**config.mk**
```make
export PLATFORM = sky130hd
export DESIGN_NAME = pingpong_dma_ring
export DESIGN_NICKNAME = d
export VERILOG_FILES = /design/src/rtl/pdr_pkg.sv /design/src/rtl/ring_addr_gen.sv /design/src/rtl/ring_event_ctrl.sv /design/src/rtl/pingpong_dma_ring.sv
export SDC_FILE = /design/constraint.sdc
export NUM_CORES = 1
export LEC_CHECK = 0
export BUFFER_PORTS_ARGS = -buffer_cell sky130_fd_sc_hd__buf_4
export CAP_MARGIN = 20
export CORE_MARGIN = 8
export CORE_UTILIZATION = 30
export CTS_CLUSTER_SIZE = 25
export DETAILED_ROUTE_END_ITERATION = 10
export PLACE_DENSITY = 0.45
export SYNTH_ARGS = -nofsm -noshare
export SYNTH_HDL_FRONTEND = slang
export SYNTH_SLANG_ARGS = --single-unit
export TNS_END_PERCENT = 100
```
**constraint.sdc**
```tcl
create_clock -name clk -period 2.9 [get_ports clk]
set_input_delay 0.435 -clock clk [delete_from_list [all_inputs] [get_ports clk]]
set_output_delay 0.435 -clock clk [all_outputs]
set_load 0.005 [all_outputs]
```
**src/rtl/pdr_pkg.sv**
```systemverilog
package pdr_pkg;
  // register byte offsets (software decodes these)
  localparam logic [7:0] OFF_RUN      = 8'h01;
  localparam logic [7:0] OFF_MASK     = 8'h04;
  localparam logic [7:0] OFF_STAT     = 8'h06;
  localparam logic [7:0] OFF_TX_START = 8'h08;
  localparam logic [7:0] OFF_TX_HALF  = 8'h0C;
  localparam logic [7:0] OFF_TX_END   = 8'h10;
  localparam logic [7:0] OFF_TX_CUR   = 8'h14;
  localparam logic [7:0] OFF_RX_START = 8'h18;
  localparam logic [7:0] OFF_RX_HALF  = 8'h1C;
  localparam logic [7:0] OFF_RX_END   = 8'h20;
  localparam logic [7:0] OFF_RX_CUR   = 8'h24;

  localparam int LANE_W = 8;
  localparam int NUM_EV = 4;

  // event vector, bit order fixed by the status register layout
  typedef struct packed {
    logic rx_end;
    logic rx_half;
    logic tx_end;
    logic tx_half;
  } ring_ev_t;
endpackage

```
**src/rtl/ring_addr_gen.sv**
```systemverilog
module ring_addr_gen #(
  parameter int AW = 16
) (
  input  logic          clk,
  input  logic          rst,
  input  logic          run,
  input  logic          step,
  input  logic [AW-1:0] start_addr,
  input  logic [AW-1:0] half_addr,
  input  logic [AW-1:0] last_addr,
  output logic [AW-1:0] ptr,
  output logic          hit_half,
  output logic          hit_end
);
  logic at_last;
  assign at_last  = (ptr == last_addr);
  assign hit_half = run && step && (ptr == half_addr);
  assign hit_end  = run && step && at_last;

  always_ff @(posedge clk) begin
    if (rst) begin
      ptr <= '0;
    end else if (!run) begin
      ptr <= start_addr;
    end else if (step) begin
      ptr <= at_last ? start_addr : ptr + 1'b1;
    end
  end
endmodule

```
**src/rtl/ring_event_ctrl.sv**
```systemverilog
module ring_event_ctrl #(
  parameter int NEV = 4
) (
  input  logic           clk,
  input  logic           rst,
  input  logic [NEV-1:0] ev_set,
  input  logic [NEV-1:0] clr_stat,
  input  logic [NEV-1:0] clr_ovr,
  input  logic [NEV-1:0] mask,
  output logic [NEV-1:0] status,
  output logic [NEV-1:0] overrun,
  output logic           irq
);
  genvar i;
  generate
    for (i = 0; i < NEV; i++) begin : g_ev
      logic st_b;
      logic ov_b;
      always_ff @(posedge clk) begin
        if (rst) begin
          st_b <= 1'b0;
          ov_b <= 1'b0;
        end else begin
          st_b <= ev_set[i] | (st_b & ~clr_stat[i]);
          ov_b <= (ev_set[i] & st_b & ~clr_stat[i]) | (ov_b & ~clr_ovr[i]);
        end
      end
      assign status[i]  = st_b;
      assign overrun[i] = ov_b;
    end
  endgenerate

  always_ff @(posedge clk) begin
    if (rst) irq <= 1'b0;
    else     irq <= |(status & mask);
  end
endmodule

```
**src/rtl/pingpong_dma_ring.sv**
```systemverilog
module pingpong_dma_ring
  import pdr_pkg::*;
#(
  parameter int AW    = 16,
  parameter int DW    = 32,
  parameter int NCH   = 2,
  parameter int DEPTH = 512,
  localparam int LW   = NCH * LANE_W
) (
  input  logic          clk,
  input  logic          rst,
  input  logic          reg_we,
  input  logic [7:0]    reg_addr,
  input  logic [31:0]   reg_wdata,
  output logic [31:0]   reg_rdata,
  output logic          irq,
  input  logic          line_tick,
  input  logic [LW-1:0] rx_lanes,
  output logic [LW-1:0] tx_lanes,
  output logic          rd_en,
  output logic [AW-1:0] rd_addr,
  input  logic [DW-1:0] rd_data,
  output logic          wr_en,
  output logic [AW-1:0] wr_addr,
  output logic [DW-1:0] wr_data
);
  localparam logic [AW-1:0] HALF_RST = AW'(DEPTH / 2 - 1);
  localparam logic [AW-1:0] END_RST  = AW'(DEPTH - 1);

  logic          run_q;
  logic [3:0]    mask_q;
  logic [AW-1:0] tx_start, tx_half, tx_end;
  logic [AW-1:0] rx_start, rx_half, rx_end;
  logic [AW-1:0] tx_ptr, rx_ptr;
  logic          tx_hh, tx_he, rx_hh, rx_he;
  logic          step;
  logic          rd_pend;
  ring_ev_t      ev;
  logic [3:0]    status, overrun;
  logic          stat_we;
  logic [3:0]    clr_stat, clr_ovr;

  function automatic logic sel(input logic [7:0] off);
    return reg_we && (reg_addr == off);
  endfunction

  // configuration registers
  always_ff @(posedge clk) begin
    if (rst) begin
      run_q    <= 1'b0;
      mask_q   <= '0;
      tx_start <= '0;
      tx_half  <= HALF_RST;
      tx_end   <= END_RST;
      rx_start <= '0;
      rx_half  <= HALF_RST;
      rx_end   <= END_RST;
    end else begin
      if (sel(OFF_RUN))      run_q    <= reg_wdata[0];
      if (sel(OFF_MASK))     mask_q   <= reg_wdata[3:0];
      if (sel(OFF_TX_START)) tx_start <= reg_wdata[AW-1:0];
      if (sel(OFF_TX_HALF))  tx_half  <= reg_wdata[AW-1:0];
      if (sel(OFF_TX_END))   tx_end   <= reg_wdata[AW-1:0];
      if (sel(OFF_RX_START)) rx_start <= reg_wdata[AW-1:0];
      if (sel(OFF_RX_HALF))  rx_half  <= reg_wdata[AW-1:0];
      if (sel(OFF_RX_END))   rx_end   <= reg_wdata[AW-1:0];
    end
  end

  assign step = line_tick && run_q;

  ring_addr_gen #(.AW(AW)) u_tx_ring (
    .clk(clk), .rst(rst), .run(run_q), .step(step),
    .start_addr(tx_start), .half_addr(tx_half), .last_addr(tx_end),
    .ptr(tx_ptr), .hit_half(tx_hh), .hit_end(tx_he)
  );

  ring_addr_gen #(.AW(AW)) u_rx_ring (
    .clk(clk), .rst(rst), .run(run_q), .step(step),
    .start_addr(rx_start), .half_addr(rx_half), .last_addr(rx_end),
    .ptr(rx_ptr), .hit_half(rx_hh), .hit_end(rx_he)
  );

  assign ev.tx_half = tx_hh;
  assign ev.tx_end  = tx_he;
  assign ev.rx_half = rx_hh;
  assign ev.rx_end  = rx_he;

  assign stat_we  = sel(OFF_STAT);
  assign clr_stat = stat_we ? reg_wdata[3:0] : 4'h0;
  assign clr_ovr  = stat_we ? reg_wdata[7:4] : 4'h0;

  ring_event_ctrl #(.NEV(NUM_EV)) u_events (
    .clk(clk), .rst(rst), .ev_set(ev), .clr_stat(clr_stat),
    .clr_ovr(clr_ovr), .mask(mask_q), .status(status),
    .overrun(overrun), .irq(irq)
  );

  // memory side: one read and one write per slot
  always_ff @(posedge clk) begin
    if (rst) begin
      rd_en   <= 1'b0;
      wr_en   <= 1'b0;
      rd_addr <= '0;
      wr_addr <= '0;
      wr_data <= '0;
      rd_pend <= 1'b0;
    end else begin
      rd_en   <= step;
      wr_en   <= step;
      rd_pend <= rd_en;
      if (step) begin
        rd_addr <= tx_ptr;
        wr_addr <= rx_ptr;
        wr_data <= {{(DW-LW){1'b0}}, rx_lanes};
      end
    end
  end

  // line side: mark idle while stopped
  always_ff @(posedge clk) begin
    if (rst || !run_q)  tx_lanes <= '1;
    else if (rd_pend)   tx_lanes <= rd_data[LW-1:0];
  end

  // register readback, one cycle latency, no side effects
  always_ff @(posedge clk) begin
    if (rst) begin
      reg_rdata <= '0;
    end else begin
      case (reg_addr)
        OFF_RUN:      reg_rdata <= {31'h0, run_q};
        OFF_MASK:     reg_rdata <= {28'h0, mask_q};
        OFF_STAT:     reg_rdata <= {24'h0, overrun, status};
        OFF_TX_START: reg_rdata <= 32'(tx_start);
        OFF_TX_HALF:  reg_rdata <= 32'(tx_half);
        OFF_TX_END:   reg_rdata <= 32'(tx_end);
        OFF_TX_CUR:   reg_rdata <= 32'(tx_ptr);
        OFF_RX_START: reg_rdata <= 32'(rx_start);
        OFF_RX_HALF:  reg_rdata <= 32'(rx_half);
        OFF_RX_END:   reg_rdata <= 32'(rx_end);
        OFF_RX_CUR:   reg_rdata <= 32'(rx_ptr);
        default:      reg_rdata <= '0;
      endcase
    end
  end

  logic unused_bits;
  assign unused_bits = ^{reg_wdata, rd_data};
endmodule

```
# Yosys cells after proc, flatten, opt, wreduce, memory -nomap -nowiden
# Cells that the tools add are included.
# word_totals
register_bits	240
latch_bits	0
mem_bits_rw	0
mem_bits_ro	0
inputBits	92
out_inout_bits	115
elab_cells	104
mem_count	0
# classes
n_addsub	2
mul	0
div_mod_pow	0
magnitude_cmp	0
eq_ne	16
n_shift	0
muxes	9
bitwise	33
reduce_logical	18
# op_table
operator	count
$pmux W16 S11	1
$mux W16	6
$eq A16 B16 Y1	4
$add A16 B1 Y16 const B	2
$eq A8 B5 Y1 const B	4
$and A1 B1 Y1	16
$eq A8 B3 Y1 const B	2
$eq A8 B4 Y1 const B	2
$eq A8 B6 Y1 const B	2
$logic_and A1 B1 Y1	15
$eq A8 B1 Y1 const B	1
$mux W4	2
$not A1 Y1	8
$or A1 B1 Y1	8
$and A4 B4 Y4	1
$reduce_or A4 Y1	1
$ne A2 B1 Y1 const B	1
$logic_not A1 Y1	1
$logic_or A1 B1 Y1	1

# Depth between registers and ports, before layout
# logic_depth
depth_word	6
depth_mapped	8
ltp_nobuf	6

# Cells and area by module
# A second synthesis with hierarchy kept.
# unflattened
cells_unflattened	1443
hier_area_um2	11407.2
# modules_own_cells
module	instances	cells_per_inst	area_each_um2	seq_area_each_um2
pingpong_dma_ring	1	984	7876.3	3663.5
ring_addr_gen	2	207	1565.3	320.3
ring_event_ctrl	1	45	400.4	180.2

# Worst setup path after synthesis
# OpenSTA, ideal clock, no wires.
# synth_path
path_type	input port to flip-flop
start	input reg_addr[0]
end	register tx_half[5]
setup_time_ps	120
arrival_ps	2137
required_time_ps	2780
setup_slack_ps	643
cell_stages	6
n_path_buf	3
path_cell_list	buf_6 or4_4 buf_6 or4_4 buf_6 a211o_1
# synth_via
elab_chain_len	2
# synth_rtl
item	line_no	text
start: declaration	pingpong_dma_ring.sv:13	input logic [7:0] reg_addr,
$eq A8 B4 Y1	pingpong_dma_ring.sv:44	return reg_we && (reg_addr == off);
$logic_and A1 B1 Y1	pingpong_dma_ring.sv:44	
end signal: assignment	pingpong_dma_ring.sv:62	if (sel(OFF_TX_HALF)) tx_half <= reg_wdata[AW-1:0];
end: declaration	pingpong_dma_ring.sv:32	logic [AW-1:0] tx_start, tx_half, tx_end;
# No other way between the ends.
# A chain may end at the register's enable or synchronous reset.

# Worst setup path after layout
# layout_path
start	register u_tx_ring.ptr[4]
end	register u_tx_ring.ptr[11]
# layout_via
elab_chain_len	4
word_cells_on_any_way	5
cone_classes	add/sub (1); eq/ne (1); mux (3)
# layout_rtl
item	line_no	text
start: declaration	ring_addr_gen.sv:11	output logic [AW-1:0] ptr,
start signal: assignment	ring_addr_gen.sv:24	ptr <= start_addr;
start signal: assignment	ring_addr_gen.sv:26	ptr <= at_last ? start_addr : ptr + 1'b1;
$add A16 B1 Y16 / $eq A16 B16 Y1 (equally long branches)	ring_addr_gen.sv:26, ring_addr_gen.sv:16	
$mux W16 (*)	ring_addr_gen.sv:26	
$mux W16 (*)	ring_addr_gen.sv:25	end else if (step) begin
$mux W16 (*)	ring_addr_gen.sv:23	end else if (!run) begin
# Every way passes the cells marked *; elsewhere a longest branch is shown, timed or not. The select of a mux whose other input is x is not followed.

==> key figures <==
Floorplan
  – Num rows: 70
  – Die width: 207.7 µm
  – Core area: 0.03643 mm²
  – Initial Util: 30.26%
  – Die height: 207.7 µm
  – I/O pins: 207
  – Die ar.: 0.04315 mm²

Power
  – Pwr dens: 512.0 mW/mm²
  – P_leak: 4.951 nW
  – Worst VDD drop: 0.4438 mV

STA
  – Final hold vios: 0
  – Fin Clk Skew: 0.01148 ns
  – Final period util: 90.78%
  – Max Transition Viols Final: 0
  – Final setup violation count: 0
  – Final TNS setup: 0 ns
  – Slew of the pin with the lowest slew margin: 0.9190 ns
  – Fmax: 379.8 MHz
  – RSZ-0062 raised after global routing: false
  – Slew headroom: 38.65%
  – Min Tclk post-route: 2.633 ns

Detailed routing
  – Wirelength per Cell: 22.40 µm
  – Drt total wl: 44530 µm
  – DR pass1 iterations: 5
  – Vias per cell: 5.291
  – Antenna Nets Post-Route: 0
  – Residual DRC count: 0
  – Initial detailed-routing violation count: 854
  – Routed vias: 10520

Clock network
  – Root Buffer Master: clkbuf_16
  – Longest Clk Path Bufs: 3
  – Hold buffer count at cts: 0
  – Post-cts resize count: 0
  – Skew-Pair Late Insertion Delay: 0.56 ns
  – Post-CTS Setup Bufs: 0
  – Clock-pin transition on the worst setup and hold timing paths: 0.06 ns
  – CTS buffer count: 27
  – H-Tree Depth: 1
  – CTS tree: built
  – Sink Count: 224

Synth
  – Asr flop ratio synth: 0%
  – Most frequent cell after synthesis: nand2_1
  – Synthesis Warnings: 0
  – Mapped Cells: 1375
  – Synth top area share: 40.67%
  – Top cells by area, synth: dfxtp_1 41%, nand2_1 10%, a21oi_1 6.0%
  – Sequential share of the synthesized area: 40.67%
  – EDFF count, synth: 0
  – Synth top cells by count: 297 x nand2_1, 224 x dfxtp_1, 132 x a21oi_1, 96 x clkbuf_1, 72 x nor2_1
  – Distinct cells, synth: 70
  – Mapped Area: 0.01103 mm²
  – Synth Register Bits: 224
  – Largest area contributor in the netlist: dfxtp_1
  – Syn_area_per_cell: 8.020 µm²
  – Ys flop type: dfxtp_1

Cells and area
  – Layout cell share with drive strength beyond 1: 19.67%
  – Fin nets: 1593
  – N_diodes: 0
  – Post-layout util: 37.31%
  – P&R area growth vs syn: 23.29%

GRT
  – Initial antenna violation count: 0
  – All-Layer GR Usage: 19.81%
  – First-pass GRT wire length: 66710 µm
  – Vias in the first global route: 10280
  – Gr busiest metal: met2
  – Met3 Usage GRT: 2.793%
  – GR Util met1: 25.80%
  – GR Overflow Total: 0
  – Largest net degree at the start of global routing: 68
  – Met2 usage: 33.39%

Worst setup path
  – Worst setup SP type: flop
  – Max FO, Critical Path: 16
  – CP most frequent cell: nor4_1
  – Crit path cell chain: xor2_1 -> nor4_1 -> and4_1 -> buf_12 -> nor4_1 -> a221o_1
  – Slowest cell on crit path: dfxtp_1
  – WP data required: 3.35 ns
  – Crit-path max cell delay: 0.67 ns
  – Worst path arrival time: 3.08 ns
  – Critical path type: reg2reg
  – Crit. End Element: flop

Placed design
  – Detail Placement HPWL: 32940 µm
  – RePlAce Congestion: 0.9246
  – Port bufs: 142

Run status
  – Status: complete, no violations

Job
  – Max_cap viols: 0

Min path
  – Min-Delay Path Class: in2reg
-- critical path: cells and delay by family, from the launching register on --
| kind | cells | cell delay [ns] |
|---|---|---|
| AO/OA/AOI/OAI | 1 | 0.31 |
| XOR/XNOR | 1 | 0.15 |
| buffers and inverters | 1 | 0.20 |
| flip-flops | 1 | 0.67 |
| AND/OR/NAND/NOR | 3 | 1.18 |
-- registers in the layout, summed over array words and instances, names as in the netlist, 4 cells and up --
| signal | count |
|---|---|
| u_events.g_ev.st_b | 4 |
| rx_end | 16 |
| rd_addr | 16 |
| u_tx_ring.ptr | 16 |
| tx_end | 16 |
| wr_data | 16 |
| tx_start | 16 |
| wr_addr | 16 |
| u_rx_ring.ptr | 16 |
| tx_lanes | 16 |
| tx_half | 16 |
| rx_start | 16 |
| reg_rdata | 16 |
| mask_q | 4 |
| u_events.g_ev.ov_b | 4 |
| rx_half | 16 |
-- metrics by stage --
| step | instance area, µm² | setup slack [ns] | instances | total power (W) | hold slack [ns] |
|---|---|---|---|---|---|
| 5_1_grt | 13600 | 0.2415 | 1988 | 0.007199 | 0.08899 |
| 6_report | 13600 | 0.2673 | 1988 | 0.006961 | 0.09415 |
| 4_1_cts | 13600 | 0.2969 | 1988 | 0.007060 | 0.07032 |
| 3_5_place_dp | 12660 | 0.3038 | 1938 | 0.003448 | 0.4478 |
| 3_3_place_gp | 12660 | 0.3245 | 1938 | 0.003448 | 0.4383 |
| 2_1_floorplan | 11140 | 0.6433 | 1406 | 0.003331 | 0.4319 |
-- where the power goes --
part	internal, W	leakage [nW]	switching (W)
Clock	0.00217	0.449	0.00141
Combinational	0.000103	2.70	0.000197
Sequential	0.00308	1.81	0.00000352
Total	0.00535	4.95	0.00161
-- layout by cell type (no fill, tap or decap), drive strengths merged, types with 34 or more instances in the layout --
cell type  Yosys  routed
nand3         53      53
a22oi         46      46
clkbuf        96      36
nand2        298     298
a21oi        132     132
mux2i         34      34
buf           61     221
nor2          73      73
dfxtp        224     224
xor2          38      38
-- logic make-up (layout without fill, tap and decap cells) --
kind of cell,after synthesis,count (layout),share of synthesized area (%)
AND/OR/NAND/NOR,549,549,23.02
buffers and inverters,177,291,7.614
other,1,32,0.03401
XOR/XNOR,65,65,5.163
multiplexers,54,54,5.742
adder cells (fa/ha/maj),2,2,0.2269
flip-flops,224,224,40.67
AO/OA/AOI/OAI,303,303,17.53
-- layer usage --
metal  vias to the layer above  wire length [µm]
li1                       4989                 -
met1                      5079             19170
met2                       367             21420
met3                        83              2423
met4                         0              1523
met5                         -                 0
-- path summary, 6_finish.rpt --
check	cells after the start	to	slack, ns	start
max	6	u_tx_ring.ptr[11]	0.27	u_tx_ring.ptr[4]
min	3	tx_lanes[4]	0.09	rd_data[4]
max reg2reg	6	u_tx_ring.ptr[11]	0.27	u_tx_ring.ptr[4]
min reg2reg	2	wr_addr[3]	0.45	wr_addr[3]
-- layout make-up --
class	count	area, µm²
Fill cell	3857	22840
Multi-Input combinational cell	1005	5829
Sequential cell	224	4484
Timing Repair Buffer	221	1688
Clock buffer	36	749.5
Tap cell	468	585.6
Clock inverter	14	183.9
Inverter	20	75.07
No activity file was read; power rests on OpenSTA's default activity.
